**src/rtl/dbg_cause_pkg.sv**
```systemverilog
package dbg_cause_pkg;

    typedef logic [2:0] cause_t;

    localparam cause_t CAUSE_NONE    = 3'd0;
    localparam cause_t CAUSE_EBREAK  = 3'd1;
    localparam cause_t CAUSE_TRIGGER = 3'd2;
    localparam cause_t CAUSE_HALT    = 3'd3;
    localparam cause_t CAUSE_STEP    = 3'd4;
    localparam cause_t CAUSE_RSTHALT = 3'd5;
    localparam cause_t CAUSE_GROUP   = 3'd6;

    // number of debug-entry reasons, indexed by priority rank (0 = strongest)
    localparam int NUM_RANKS = 6;
    localparam int RANK_GROUP   = 0;
    localparam int RANK_TRIGGER = 1;
    localparam int RANK_EBREAK  = 2;
    localparam int RANK_RSTHALT = 3;
    localparam int RANK_HALT    = 4;
    localparam int RANK_STEP    = 5;

    // code reported for a given rank, optionally folding reset-halt and
    // halt-group onto the plain halt-request code
    function automatic cause_t rank_code(input int rank, input bit alias_halt);
        cause_t c;
        case (rank)
            RANK_GROUP:   c = alias_halt ? CAUSE_HALT : CAUSE_GROUP;
            RANK_TRIGGER: c = CAUSE_TRIGGER;
            RANK_EBREAK:  c = CAUSE_EBREAK;
            RANK_RSTHALT: c = alias_halt ? CAUSE_HALT : CAUSE_RSTHALT;
            RANK_HALT:    c = CAUSE_HALT;
            RANK_STEP:    c = CAUSE_STEP;
            default:      c = CAUSE_NONE;
        endcase
        return c;
    endfunction

endpackage

```
**src/rtl/dbg_cause_pick.sv**
```systemverilog
// Fixed-priority one-hot grant: rank 0 wins over every higher rank index.
module dbg_cause_pick #(
    parameter int N = 6
) (
    input  logic [N-1:0] req,
    output logic [N-1:0] grant
);

    // blocked[i] is high when some rank below i requests
    logic [N-1:0] blocked;

    assign blocked[0] = 1'b0;

    for (genvar i = 0; i < N; i++) begin : g_rank
        if (i > 0) begin : g_chain
            assign blocked[i] = blocked[i-1] | req[i-1];
        end
        assign grant[i] = req[i] & ~blocked[i];
    end

endmodule

```
**src/rtl/dbg_cause_enc.sv**
```systemverilog
// Maps a one-hot rank grant onto the architectural cause code.
module dbg_cause_enc
    import dbg_cause_pkg::*;
#(
    parameter bit HALT_ALIAS = 1'b0
) (
    input  logic [NUM_RANKS-1:0] grant,
    output cause_t               code
);

    always_comb begin
        code = CAUSE_NONE;
        for (int i = 0; i < NUM_RANKS; i++) begin
            if (grant[i]) begin
                code = code | rank_code(i, HALT_ALIAS);
            end
        end
    end

endmodule

```
**src/rtl/dbg_cause_resolver.sv**
```systemverilog
module dbg_cause_resolver
    import dbg_cause_pkg::*;
#(
    parameter bit HALT_ALIAS = 1'b0
) (
    input  logic       clk,
    input  logic       rst_n,
    input  logic       ebreak_req,
    input  logic       ebrk_enters_dbg,
    input  logic       trig_req,
    input  logic       halt_req,
    input  logic       step_req,
    input  logic       rsthalt_req,
    input  logic       grp_req,
    input  logic       save_cause,
    output logic [2:0] cause_o,
    output logic [2:0] cause_q_o
);

    typedef struct packed {
        cause_t cause;
    } state_t;

    state_t state_d, state_q;

    logic [NUM_RANKS-1:0] rank_req;
    logic [NUM_RANKS-1:0] rank_grant;
    cause_t               code_w;
    logic                 any_req;

    // ebreak only counts when it is the instruction actually entering debug
    always_comb begin
        rank_req               = '0;
        rank_req[RANK_GROUP]   = grp_req;
        rank_req[RANK_TRIGGER] = trig_req;
        rank_req[RANK_EBREAK]  = ebreak_req & ebrk_enters_dbg;
        rank_req[RANK_RSTHALT] = rsthalt_req;
        rank_req[RANK_HALT]    = halt_req;
        rank_req[RANK_STEP]    = step_req;
    end

    dbg_cause_pick #(.N(NUM_RANKS)) u_pick (
        .req   (rank_req),
        .grant (rank_grant)
    );

    dbg_cause_enc #(.HALT_ALIAS(HALT_ALIAS)) u_enc (
        .grant (rank_grant),
        .code  (code_w)
    );

    assign any_req = |rank_req;

    always_comb begin
        state_d = state_q;
        if (save_cause && any_req) begin
            state_d.cause = code_w;
        end
    end

    always_ff @(posedge clk or negedge rst_n) begin
        if (!rst_n) begin
            state_q <= '{cause: CAUSE_NONE};
        end else begin
            state_q <= state_d;
        end
    end

    assign cause_o   = code_w;
    assign cause_q_o = state_q.cause;


    no_reserved_code_chk: assert property (@(posedge clk) disable iff (!rst_n)
        cause_o != 3'd7);


    none_means_zero_chk: assert property (@(posedge clk) disable iff (!rst_n)
        (rank_grant == '0) |-> (cause_o == CAUSE_NONE));


    single_grant_chk: assert property (@(posedge clk) disable iff (!rst_n)
        $onehot0(rank_grant));


    group_wins_chk: assert property (@(posedge clk) disable iff (!rst_n)
        grp_req |-> (cause_o == (HALT_ALIAS ? CAUSE_HALT : CAUSE_GROUP)));


    ebreak_unqualified_chk: assert property (@(posedge clk) disable iff (!rst_n)
        (ebreak_req && !ebrk_enters_dbg && !trig_req && !halt_req && !step_req
         && !rsthalt_req && !grp_req) |-> (cause_o == CAUSE_NONE));


    load_on_save_chk: assert property (@(posedge clk) disable iff (!rst_n)
        (save_cause && cause_o != CAUSE_NONE) |=> (cause_q_o == $past(cause_o)));


    hold_without_save_chk: assert property (@(posedge clk) disable iff (!rst_n)
        !save_cause |=> $stable(cause_q_o));

endmodule

```
**config.mk**
```make
export PLATFORM = sky130hd
export DESIGN_NAME = dbg_cause_resolver
export DESIGN_NICKNAME = d
export VERILOG_FILES = /design/src/rtl/dbg_cause_pkg.sv /design/src/rtl/dbg_cause_pick.sv /design/src/rtl/dbg_cause_enc.sv /design/src/rtl/dbg_cause_resolver.sv
export SDC_FILE = /design/constraint.sdc
export NUM_CORES = 1
export LEC_CHECK = 0
export ABC_AREA = 1
export BUFFER_PORTS_ARGS = -buffer_cell sky130_fd_sc_hd__buf_2
export CORE_AREA = 2 2 39 41
export CTS_BUF_LIST = sky130_fd_sc_hd__clkbuf_16
export CTS_CLUSTER_DIAMETER = 50
export DETAILED_ROUTE_END_ITERATION = 8
export DIE_AREA = 0 0 41 43
export GPL_TIMING_DRIVEN = 0
export PLACE_DENSITY = 0.46
export SYNTH_ARGS = -nofsm -noshare
export SYNTH_HDL_FRONTEND = slang
export SYNTH_HIERARCHICAL = 1
export SYNTH_SLANG_ARGS = --single-unit
```
**constraint.sdc**
```tcl
create_clock -name clk -period 1 [get_ports clk]
set_clock_uncertainty 0.2 [all_clocks]
set_input_delay 0 -clock clk [delete_from_list [all_inputs] [get_ports clk]]
set_output_delay 0 -clock clk [all_outputs]
set_load 0.1 [all_outputs]
```
=== Word-level counts from Yosys, hierarchy flattened ===
Index checks and enable logic that the tools add are counted.

* Flip-flop bits (word level): 3
* Bits in latches: 0
* Bits in writable memories: 0
* Bits in read-only memories: 0
* Input bits: 10
* Output and inout port bits: 6
* Logic and storage cells: 34
* Memories: 0

* Add/subtract/negate cells: 0
* Multiply operators: 0
* Divide/modulo/power cells: 0
* Order comparisons: 0
* Equal/unequal tests: 0
* Shift operators: 0
* Mux-type cells: 11
* Bitwise logic cells: 20
* Reductions and logical operators: 2

{| class="wikitable"
|+ Operator list
! kind !! number
|-
| 2-to-1 mux 3 bit || 11
|-
| bitwise OR 3 bit || 5
|-
| bitwise AND 1 bit || 6
|-
| OR reduction 6 bit || 1
|-
| NOT 1 bit || 5
|-
| bitwise OR 1 bit || 4
|-
| logical AND 1 bit || 1
|}

=== Depth between registers and ports, before layout ===
Gate-level depths: netlist of run 1.

* Depth in word-level cells: 13
* Depth in mapped cells: 9
* Gate-level depth less buffers: 9

=== Cells and area by module ===
Netlist of run 1, hierarchy kept.

{| class="wikitable"
|+ By module, submodules not included
! module !! times used !! cells an instance !! area an instance (um2) !! seq. area each (um2)
|-
| dbg_cause_resolver || 1 || 27 || 178.9 || 75.1
|-
| dbg_cause_pick || 1 || 14 || 66.3 || 0.0
|-
| dbg_cause_enc || 1 || 8 || 30.0 || 0.0
|}

=== Worst setup path before layout of run 1 ===
No wires, ideal clock.

* Kind: input to register
* From: in ebreak_req
* To: reg state_q (netlist bit cause_q_o[0])
* Library setup time: 0.068 ns
* Arrival time: 1.310 ns
* Data required time: 0.732 ns
* Slack: -0.578 ns
* Stages on the path: 9
* Buffers on the path: 0
* Cells stage by stage: nand2_1 inv_1 inv_1 nand2_1 nor2_1 nor2_1 nand2_1 nand3_1 nand2_1

* Cells in the longest elaborated chain, start to end: 9
* Elaborated cells on any way between the ends: 20
* Those cells by class: mux: 4; bitwise: 14; reduce/logical: 2

{| class="wikitable"
|+ RTL lines
! what !! line !! text
|-
| start, declared || dbg_cause_resolver.sv:8 || <nowiki>input logic ebreak_req,</nowiki>
|-
| bitwise AND 1 bit (*) || dbg_cause_resolver.sv:36 || <nowiki>rank_req[RANK_EBREAK] = ebreak_req & ebrk_enters_dbg;</nowiki>
|-
| named net rank_req[2] || dbg_cause_resolver.sv:26 || <nowiki>logic [NUM_RANKS-1:0] rank_req;</nowiki>
|-
| bitwise OR 1 bit (*) || dbg_cause_pick.sv:16 || <nowiki>assign blocked[i] = blocked[i-1] | req[i-1];</nowiki>
|-
| NOT 1 bit (*) || dbg_cause_pick.sv:18 || <nowiki>assign grant[i] = req[i] & ~blocked[i];</nowiki>
|-
| bitwise AND 1 bit (*) || dbg_cause_pick.sv:18 ||
|-
| named net rank_grant[3] || dbg_cause_resolver.sv:27 || <nowiki>logic [NUM_RANKS-1:0] rank_grant;</nowiki>
|-
| 2-to-1 mux 3 bit (*) || dbg_cause_enc.sv:14 || <nowiki>if (grant[i]) begin</nowiki>
|-
| bitwise OR 3 bit || dbg_cause_enc.sv:15 || <nowiki>code = code | rank_code(i, HALT_ALIAS);</nowiki>
|-
| 2-to-1 mux 3 bit (*) || dbg_cause_enc.sv:14 ||
|-
| bitwise OR 3 bit || dbg_cause_enc.sv:15 ||
|-
| 2-to-1 mux 3 bit (*) || dbg_cause_enc.sv:14 ||
|-
| named net cause_o[0] || dbg_cause_resolver.sv:16 || <nowiki>output logic [2:0] cause_o,</nowiki>
|-
| end signal, assigned || dbg_cause_resolver.sv:63 || <nowiki>state_q <= '{cause: CAUSE_NONE};</nowiki>
|-
| end signal, assigned || dbg_cause_resolver.sv:65 || <nowiki>state_q <= state_d;</nowiki>
|-
| end, declared || dbg_cause_resolver.sv:24 || <nowiki>state_t state_d, state_q;</nowiki>
|}

Mark *: on every way through the listed nets, which the timed path passes. The rest lies on a longest branch.
A chain may end at the register's enable or synchronous reset.

=== Worst setup path after layout of run 1 ===
* From: reg state_q (netlist bit cause_q_o[1])
* To: out cause_q_o[1]

{| class="wikitable"
|+ RTL lines
! what !! line !! text
|-
| end, declared || dbg_cause_resolver.sv:17 || <nowiki>output logic [2:0] cause_q_o</nowiki>
|}

No word-level cell between the ends.

==> results.toml, run 1 <==
[critical_path]
cp_cell_sequence = "buf_12"
r2r-start = "cause_q_o[1]"
reg2reg_slack_ns = 0.10
crit_buf_inv = 1
end_kind = "primary output"
crit_family = "flip-flops"
start_kind = "flip-flop"
critPathMaxStageDelay_ns = 0.48
critPathKind = "flip-flop to primary output"
crit_path_max_fanout = 2
r2r_cells = 2
required_ns = 0.80
reg2reg_to = "cause_q_o[1]"
worst_ep_arrival_time_ns = 0.88
slowest_stage = "dfrtp_4"

[clocking]
root_buffer = "clkbuf_16"
htree_levels = 1
clkTransAtPathRegs_ns = 0.03
cts_made_buffers = 3
clk_latency_ns = 0.22
cts_tree = "yes"
clock-sinks = 3
cts_buffer_depth = 2

[hold_path]
holdPathEnd = "cause_q_o[0]"
timing.hold.worst_path_depth = 5
min_from = "save_cause"
hold_path.class = "primary input to flip-flop"

[die]
die_w_um = 41
rows = 14
core_um2 = 1380
ioPinCount = 16
fp.dieH_um = 43
start_util = 0.199
die-area_um2 = 1760

[grt]
grt_max_degree = 6
grt.overflow.total = 0
grt_pass1_wl_um = 1370
grt_pass1_vias = 381
grt_antenna_before_repair = 0
grt_usage = 0.119

[finish]
fin_nets = 85
multi_input_area_um2 = 273
final_common_cell = "nand2_1"
instances_no_fill = 90
register_area_um2 = 86.3
syn_to_final_growth_pct = 185
fill_cells = 136
largest_reg_flops = 3
diodes = 0
drive_above_1_share = 0.649
layout_common_cells = "nand2_1 (12), buf_12 (8), inv_1 (7)"

[placement]
io_buffers = 15
routabilityCongestion = 0.683
dp.cells = 80
hpwl_um = 587

[timing]
hold_viol = 3
slew_viol_final = 0
setup_viol = 3
holdWs_ns = -0.0360
worst_pin_slew_ns = 0.228
slew_headroom = 0.848
worst_slack_ns = -0.0776
min_period_ns = 1.08
period_share = 1.08
max_freq_mhz = 928
setup_tns_ns = -0.225
rsz0062_at_grt = "yes"

[job]
drv_cap = 0

[synthesis]
synth_seq_cells = 3
yosysSeqAreaShare = 0.273
synth_nets = 59
netlist_area_um2 = 275
synth_warnings = 6
ys_types = 10
avgSynthCellArea_um2 = 5.62
syn_inst = 49

[route]
drtIter0Drc = 3
routedWlPerCell_um = 9.86
num_vias = 381
totalWireLength_um = 887
vias_per_cell = 4.23
dr.pass1.iters = 3
route.detailed.drc = 0
final_antenna_net_count = 0

[run_status]
status = "finished with violations"
violations = "hold timing, setup timing"

[power]
ir_drop_mv = 0.586
leakagePower_nw = 0.367
cellPowerDensity_nw_per_um2 = 1570
## power breakdown
group | internal, W | leakage, nW | switching, W
Combinational | 0.000178 | 0.292 | 0.000264
Clock | 0.000516 | 0.0423 | 0.000112
Sequential | 0.000143 | 0.0334 | 0.0000136
## stage by stage
stage | utilization | setup WS [ns] | instance area [um^2] | power (W)
2_1_floorplan | - | -0.0690 | 363 | 0.000393
3_3_place_gp | 0.331 | -0.331 | 458 | 0.000455
3_5_place_dp | 0.331 | -0.312 | 458 | 0.000456
4_1_cts | 0.503 | -0.0847 | 696 | 0.00120
5_1_grt | 0.566 | -0.0967 | 783 | 0.00128
6_report | 0.566 | -0.0776 | 783 | 0.00123
## cells in the mapped netlist (all sizes together)
library cell / instances / share of area
nor2: 11 / 0.17
o21bai: 1 / 0.041
inv: 11 / 0.15
buf: 1 / 0.027
dfrtp: 3 / 0.27
nand3: 4 / 0.091
nor3: 1 / 0.018
nand2: 17 / 0.23
## metal layers
metal | up-vias | wire length [um] | track usage
li1 | 192 | - | -
met1 | 177 | 285 | 0.111
met2 | 8 | 539 | 0.197
met3 | 4 | 18 | 0.0157
met4 | 0 | 43 | 0.120
met5 | - | 0 | 0
## logic make-up (layout without fill, tap and decap cells)
kind of cell / after synthesis / after routing / synth area share
AO/OA/AOI/OAI: 1 / 1 / 0.0409
buffers and inverters: 12 / 37 / 0.177
flip-flops: 3 / 3 / 0.273
AND/OR/NAND/NOR: 33 / 33 / 0.509
## worst max path at each step
stage	startpoint	end	slack, ns	depth (start not counted)
2_1_floorplan	ebreak_req	cause_q_o[2]	-0.07	9
3_3_place_gp	ebreak_req	cause_o[1]	-0.33	9
4_1_cts	cause_q_o[1]	cause_q_o[1]	-0.08	1
5_1_grt	cause_q_o[1]	cause_q_o[1]	-0.1	1
6_report	cause_q_o[1]	cause_q_o[1]	-0.08	1
3_5_place_dp	ebreak_req	cause_o[1]	-0.31	9
## cell type report
type / instances / share of cell area
multi-input cells: 34 / 0.348
repair buffers: 21 / 0.340
flip-flops and latches: 3 / 0.110
clock buffers: 3 / 0.0958
inverters: 11 / 0.0655
well taps: 16 / 0.0256
plain buffers: 1 / 0.00958
clock inverters: 1 / 0.00479
## what timing repair did
action | 4_1_cts | 5_1_grt
hold endpoints to repair | 6 | 0
resized for setup | 32 | 18
buffers inserted | 2 | 2
pin swaps | 6 | 8
setup endpoints to repair | 6 | 9
hold buffers | 3 | 0
Note: power is estimated with default switching activity, not from simulation.
==> run 2, diff against run 1 <==
--- a/config.mk
+++ b/config.mk
@@ -5,7 +5,6 @@
 export SDC_FILE = /design/constraint.sdc
 export NUM_CORES = 1
 export LEC_CHECK = 0
-export ABC_AREA = 1
 export BUFFER_PORTS_ARGS = -buffer_cell sky130_fd_sc_hd__buf_2
 export CORE_AREA = 2 2 39 41
 export CTS_BUF_LIST = sky130_fd_sc_hd__clkbuf_16
@@ -13,7 +12,7 @@
 export DETAILED_ROUTE_END_ITERATION = 8
 export DIE_AREA = 0 0 41 43
 export GPL_TIMING_DRIVEN = 0
-export PLACE_DENSITY = 0.46
+export PLACE_DENSITY = 0.42
 export SYNTH_ARGS = -nofsm -noshare
 export SYNTH_HDL_FRONTEND = slang
 export SYNTH_HIERARCHICAL = 1
==> run 2 against run 1 <==
The run ends with setup timing left. Non-clock buffer count decreased by 2. Combinational power fell by 11%. First-iteration DRC count down 67%. Clock power fell by 1%. Clock-buffer cell count unchanged. Final area down 25%. Critical path type is now primary input to flip-flop.
==> results.toml, run 2 <==
[run_status]
status = "finished with violations"
violations = "setup timing"

[synthesis]
synth_seq_cells = 3
avgSynthCellArea_um2 = 12.1
synth-main-ff-cell = "dfrtp_1"
synth_nets = 29
syn_inst = 19
yosysTopAreaCell = "dfrtp_1"
synth_top_area_frac = 0.326
ys_types = 12
netlist_top_cells_area = "dfrtp_1 (33%), mux2_2 (15%), o41ai_4 (12%), or3_1 (8.2%), and2_1 (5.4%)"
synth_edf_count = 0
async_flop_share = 1.00
synth_common_cells = "dfrtp_1 (3), mux2_2 (3), or3_1 (3), and2_1 (2)"
netlist_area_um2 = 230
synth_warnings = 6
yosysSeqAreaShare = 0.326

[timing]
slew_viol_final = 0
worst_pin_slew_ns = 0.266
rsz0062_at_grt = "yes"
period_share = 1.24
slew_headroom = 0.822
max_freq_mhz = 804
setup_viol = 8
holdWs_ns = 0.0319
worst_slack_ns = -0.243
min_period_ns = 1.24
setup_tns_ns = -1.36
hold_viol = 0

[finish]
fill_cells = 123
largest_reg_flops = 3
drive_above_1_share = 0.810
syn_to_final_growth_pct = 154
fin_nets = 53
fin_util = 0.423
diodes = 0
layout_common_cells = "buf_2 (6), buf_12 (6), or3_4 (4), buf_4 (4)"

[power]
cellPowerDensity_nw_per_um2 = 1990
pwr-share-comb = 0.338
leakagePower_nw = 0.266
switching_share = 0.297
p_clk_frac = 0.530
finalPower_w = 0.00117
ir_drop_mv = 0.673
p_sw_w = 0.000347
power_frac_seq = 0.132
internal_power_w = 0.000821

[route]
totalWireLength_um = 634
drtIter0Drc = 1
dr.pass1.iters = 2
num_vias = 238
routedWlPerCell_um = 10.9
vias_per_cell = 4.10
final_antenna_net_count = 0
route.detailed.drc = 0

[critical_path]
cp_cell_sequence = "buf_6 > or3_4 > o41ai_4 > buf_4 > mux2_4"
end_kind = "flip-flop"
crit_path_max_fanout = 3
start_kind = "primary input"
worst_ep_arrival_time_ns = 1.14
slowest_stage = "or3_4"
critPathKind = "primary input to flip-flop"
required_ns = 0.90
critPathMaxStageDelay_ns = 0.38

[clocking]
cts_buffer_depth = 2
cts_tree = "yes"
clock-sinks = 3
clk_latency_ns = 0.22
clkTransAtPathRegs_ns = 0.03
htree_levels = 1
cts_made_buffers = 3
root_buffer = "clkbuf_16"

[grt]
grt.overflow.total = 0
grt_pass1_wl_um = 972
grt_pass1_vias = 262
grt_max_degree = 6
grt_usage = 0.0882
grt_antenna_before_repair = 0

[die]
fp.dieH_um = 43
rows = 14
die_w_um = 41
die-area_um2 = 1760
ioPinCount = 16
core_um2 = 1380
start_util = 0.166

[placement]
io_buffers = 15
routabilityCongestion = 0.579

[job]
drv_cap = 0

[hold_path]
hold_path.class = "primary input to flip-flop"
==> run 2: through the flow <==
stage               instances  worst slack (ns)  instance area (um^2)
CTS                        59            -0.324                   576
floorplan                  19            -0.488                   254
global placement           50            -0.536                   349
global route               58            -0.292                   586
finish                     58            -0.243                   586
detailed placement         50            -0.551                   349
==> run 2: final timing paths <==
kind	cells after the start	slack, ns	endpoint	startpoint
max	5	-0.24	cause_q_o[0]	step_req
min	4	0.03	cause_q_o[2]	save_cause
max reg2reg	1	0.01	cause_q_o[0]	cause_q_o[0]
min reg2reg	1	0.35	cause_q_o[1]	cause_q_o[1]
max in group asynchronous	2	0.07	cause_q_o[0]	rst_n
min in group asynchronous	2	0.37	cause_q_o[2]	rst_n
==> run 2: power groups by stage <==
stage | clock, W | sequential (W) | combinational (W)
floorplan | 0 | 0.000252 | 0.000124
global placement | 0 | 0.000145 | 0.000287
detailed placement | 0 | 0.000146 | 0.000289
CTS | 0.000637 | 0.000153 | 0.000385
global route | 0.000639 | 0.000156 | 0.000410
finish | 0.000619 | 0.000154 | 0.000394
==> run 2: logic make-up (layout without fill, tap and decap cells) <==
group,Yosys count,after routing,share of synthesized area
AOI/OAI and AO/OA,1,1,0.120
buffers and inverters,1,24,0.0326
DFF,3,3,0.326
muxes,3,3,0.147
and+or+nand+nor,11,11,0.375
==> run 2: area by class of cell <==
type / instances / area (um^2) / area share
plain buffers: 1 / 7.51 / 0.0128
multi-input cells: 15 / 183 / 0.312
clock buffers: 3 / 75.1 / 0.128
flip-flops and latches: 3 / 77.6 / 0.132
repair buffers: 19 / 219 / 0.374
well taps: 16 / 20.0 / 0.0342
clock inverters: 1 / 3.75 / 0.00641
==> run 2: routing by layer <==
| metal | track usage | part of all wire | up-vias |
|---|---|---|---|
| li1 | - | - | 117 |
| met1 | 0.0927 | 0.44 | 107 |
| met2 | 0.128 | 0.51 | 14 |
| met3 | 0 | 0.047 | 0 |
| met4 | 0.120 | 0 | 0 |
| met5 | 0 | 0 | - |
==> run 2: worst max-delay path, delay by kind of cell <==
| kind | cells | cell delay, ns |
|---|---|---|
| AND/OR/NAND/NOR | 1 | 0.38 |
| multiplexers | 1 | 0.29 |
| buffers and inverters | 2 | 0.27 |
| AO/OA/AOI/OAI | 1 | 0.19 |
==> run 2: timing repair <==
action                                  CTS  global route
gates resized for setup                  28             3
buffers inserted                          3             0
pin swaps                                 4             3
endpoints found under the setup margin    9            12
hold buffers                              2             0
hold endpoints to repair                  3             0
==> run 3, diff against run 2 <==
--- a/config.mk
+++ b/config.mk
@@ -6,11 +6,11 @@
 export NUM_CORES = 1
 export LEC_CHECK = 0
 export BUFFER_PORTS_ARGS = -buffer_cell sky130_fd_sc_hd__buf_2
-export CORE_AREA = 2 2 39 41
+export CORE_AREA = 4 4 41 43
 export CTS_BUF_LIST = sky130_fd_sc_hd__clkbuf_16
 export CTS_CLUSTER_DIAMETER = 50
 export DETAILED_ROUTE_END_ITERATION = 8
-export DIE_AREA = 0 0 41 43
+export DIE_AREA = 0 0 45 47
 export GPL_TIMING_DRIVEN = 0
 export PLACE_DENSITY = 0.42
 export SYNTH_ARGS = -nofsm -noshare
==> constraint.sdc (replaced) <==
create_clock -name clk -period 1 [get_ports clk]
set_clock_uncertainty 0.2 [all_clocks]
set_input_delay 0 -clock clk [delete_from_list [all_inputs] [get_ports clk]]
set_output_delay 0 -clock clk [all_outputs]
set_load 0.01 [all_outputs]
==> run 3 against run 2 <==
The flow finishes with violations (hold timing, setup timing). Final area shrank 17%. Die area rose by 20%. Critical path depth unchanged. Cell count fell by 5.2%. Sequential power fell by 6%. Global-route usage is essentially flat. Combinational power is 59% lower. Wire length grew 19%. Largest cell class is now multi-input combinational cells. Worst setup slack got worse by 0.034 ns. Sequential share of layout area is 2.2 points higher. Via count fell by 1.7%. Critical endpoint unchanged.
==> results.toml, run 3 (synthesis gave the netlist of run 2 again) <==
[clocking]
cts_tree = "yes"
root_buffer = "clkbuf_16"
cts_buffer_depth = 2
clock-sinks = 3
clkTransAtPathRegs_ns = 0.03
htree_levels = 1
cts_hold_buf = 2
cts_made_buffers = 3
clk_latency_ns = 0.22

[finish]
layout_common_cells = "buf_2 (9), or3_4 (4), buf_6 (4)"
diodes = 0
multi_input_area_um2 = 176
final_common_cell = "buf_2"
drive_above_1_share = 0.750
syn_to_final_growth_pct = 111
largest_reg_flops = 3
fin_nets = 51
register_area_um2 = 75.1
fill_cells = 153

[die]
ioPinCount = 16
fp.dieH_um = 47
die-area_um2 = 2120
start_util = 0.177
rows = 13
core_um2 = 1300
die_w_um = 45

[route]
dr.pass1.iters = 1
drtIter0Drc = 0
route.detailed.drc = 0
totalWireLength_um = 755
num_vias = 234
vias_per_cell = 4.25
final_antenna_net_count = 0
routedWlPerCell_um = 13.7

[grt]
grt_pass1_wl_um = 1280
grt_max_degree = 7
grt_pass1_vias = 300
grt_usage = 0.0878
grt.overflow.total = 0
grt_antenna_before_repair = 0

[timing]
worst_pin_slew_ns = 0.403
setup_viol = 6
max_freq_mhz = 783
min_period_ns = 1.28
period_share = 1.28
rsz0062_at_grt = "yes"
holdWs_ns = -0.166
hold_viol = 3
slew_headroom = 0.728
slew_viol_final = 0
worst_slack_ns = -0.277

[run_status]
violations = "hold timing, setup timing"
status = "finished with violations"

[critical_path]
worst_ep_arrival_time_ns = 1.18
start_kind = "primary input"
crit_path_max_fanout = 6
reg2reg_slack_ns = 0.03
end_kind = "flip-flop"
critPathKind = "primary input to flip-flop"
required_ns = 0.90

[placement]
routabilityCongestion = 0.595
hpwl_um = 539
io_buffers = 15
dp_slack_ns = -0.541

[hold_path]
hold_path.class = "primary input to async pin"

[job]
drv_cap = 0

[power]
cellPowerDensity_nw_per_um2 = 1910
leakagePower_nw = 0.232
ir_drop_mv = 1.12
[run 3: timing repair]
item,4_1_cts,5_1_grt
pin swaps,0,0
setup buffers,0,2
endpoints found under the setup margin,6,9
endpoints found under the hold margin,6,3
gates resized for setup,11,2
[run 3: per-stage QoR]
step                      cells  TNS, ns  power (W)  area [um^2]   util
after floorplan              19   -0.975   0.000203          233      -
after global placement       49    -1.94   0.000259          327  0.251
after detailed placement     49    -2.05   0.000263          327  0.251
after CTS                    55    -1.17   0.000930          479  0.368
after global routing         55    -1.68   0.000979          487  0.374
final                        55    -1.24   0.000928          487  0.374
[run 3: worst paths after layout]
path	startpoint	endpoint	cells after the start
hold reg to reg	cause_q_o[2]	cause_q_o[2]	1
min in group clk	save_cause	cause_q_o[1]	4
setup reg to reg	cause_q_o[1]	cause_q_o[1]	1
max in group asynchronous	rst_n	cause_q_o[1]	1
setup / recovery	grp_req	cause_q_o[0]	5
hold / removal	rst_n	cause_q_o[0]	1
[run 3: worst max-delay path, stage by stage]
cell and delay, ns:
buf_8 0.11, or3_4 0.37, o41ai_4 0.23, buf_4 0.18
mux2_4 0.29
[run 3: routing by layer]
metal / share of wire / wire [um] / vias to the layer above / GRT usage
li1: - / - / 113 / -
met1: 0.32 / 245 / 110 / 0.0799
met2: 0.55 / 417 / 11 / 0.161
met3: 0.12 / 92 / 0 / 0.0383
met4: 0 / 0 / 0 / 0.0526
met5: 0 / 0 / - / 0
[run 3: power breakdown]
part	internal, W	switching [W]	leakage [nW]
clock network	0.000515	0.000105	0.0423
logic	0.0000989	0.0000640	0.154
registers	0.000137	0.00000831	0.0355
[run 3: area by class of cell]
type / instances / area share
Timing Repair Buffer: 17 / 0.267
Clock inverter: 1 / 0.00771
Clock buffer: 3 / 0.154
Buffer: 1 / 0.0154
Multi-Input combinational cell: 15 / 0.362
Sequential cell: 3 / 0.154
Tap cell: 15 / 0.0386
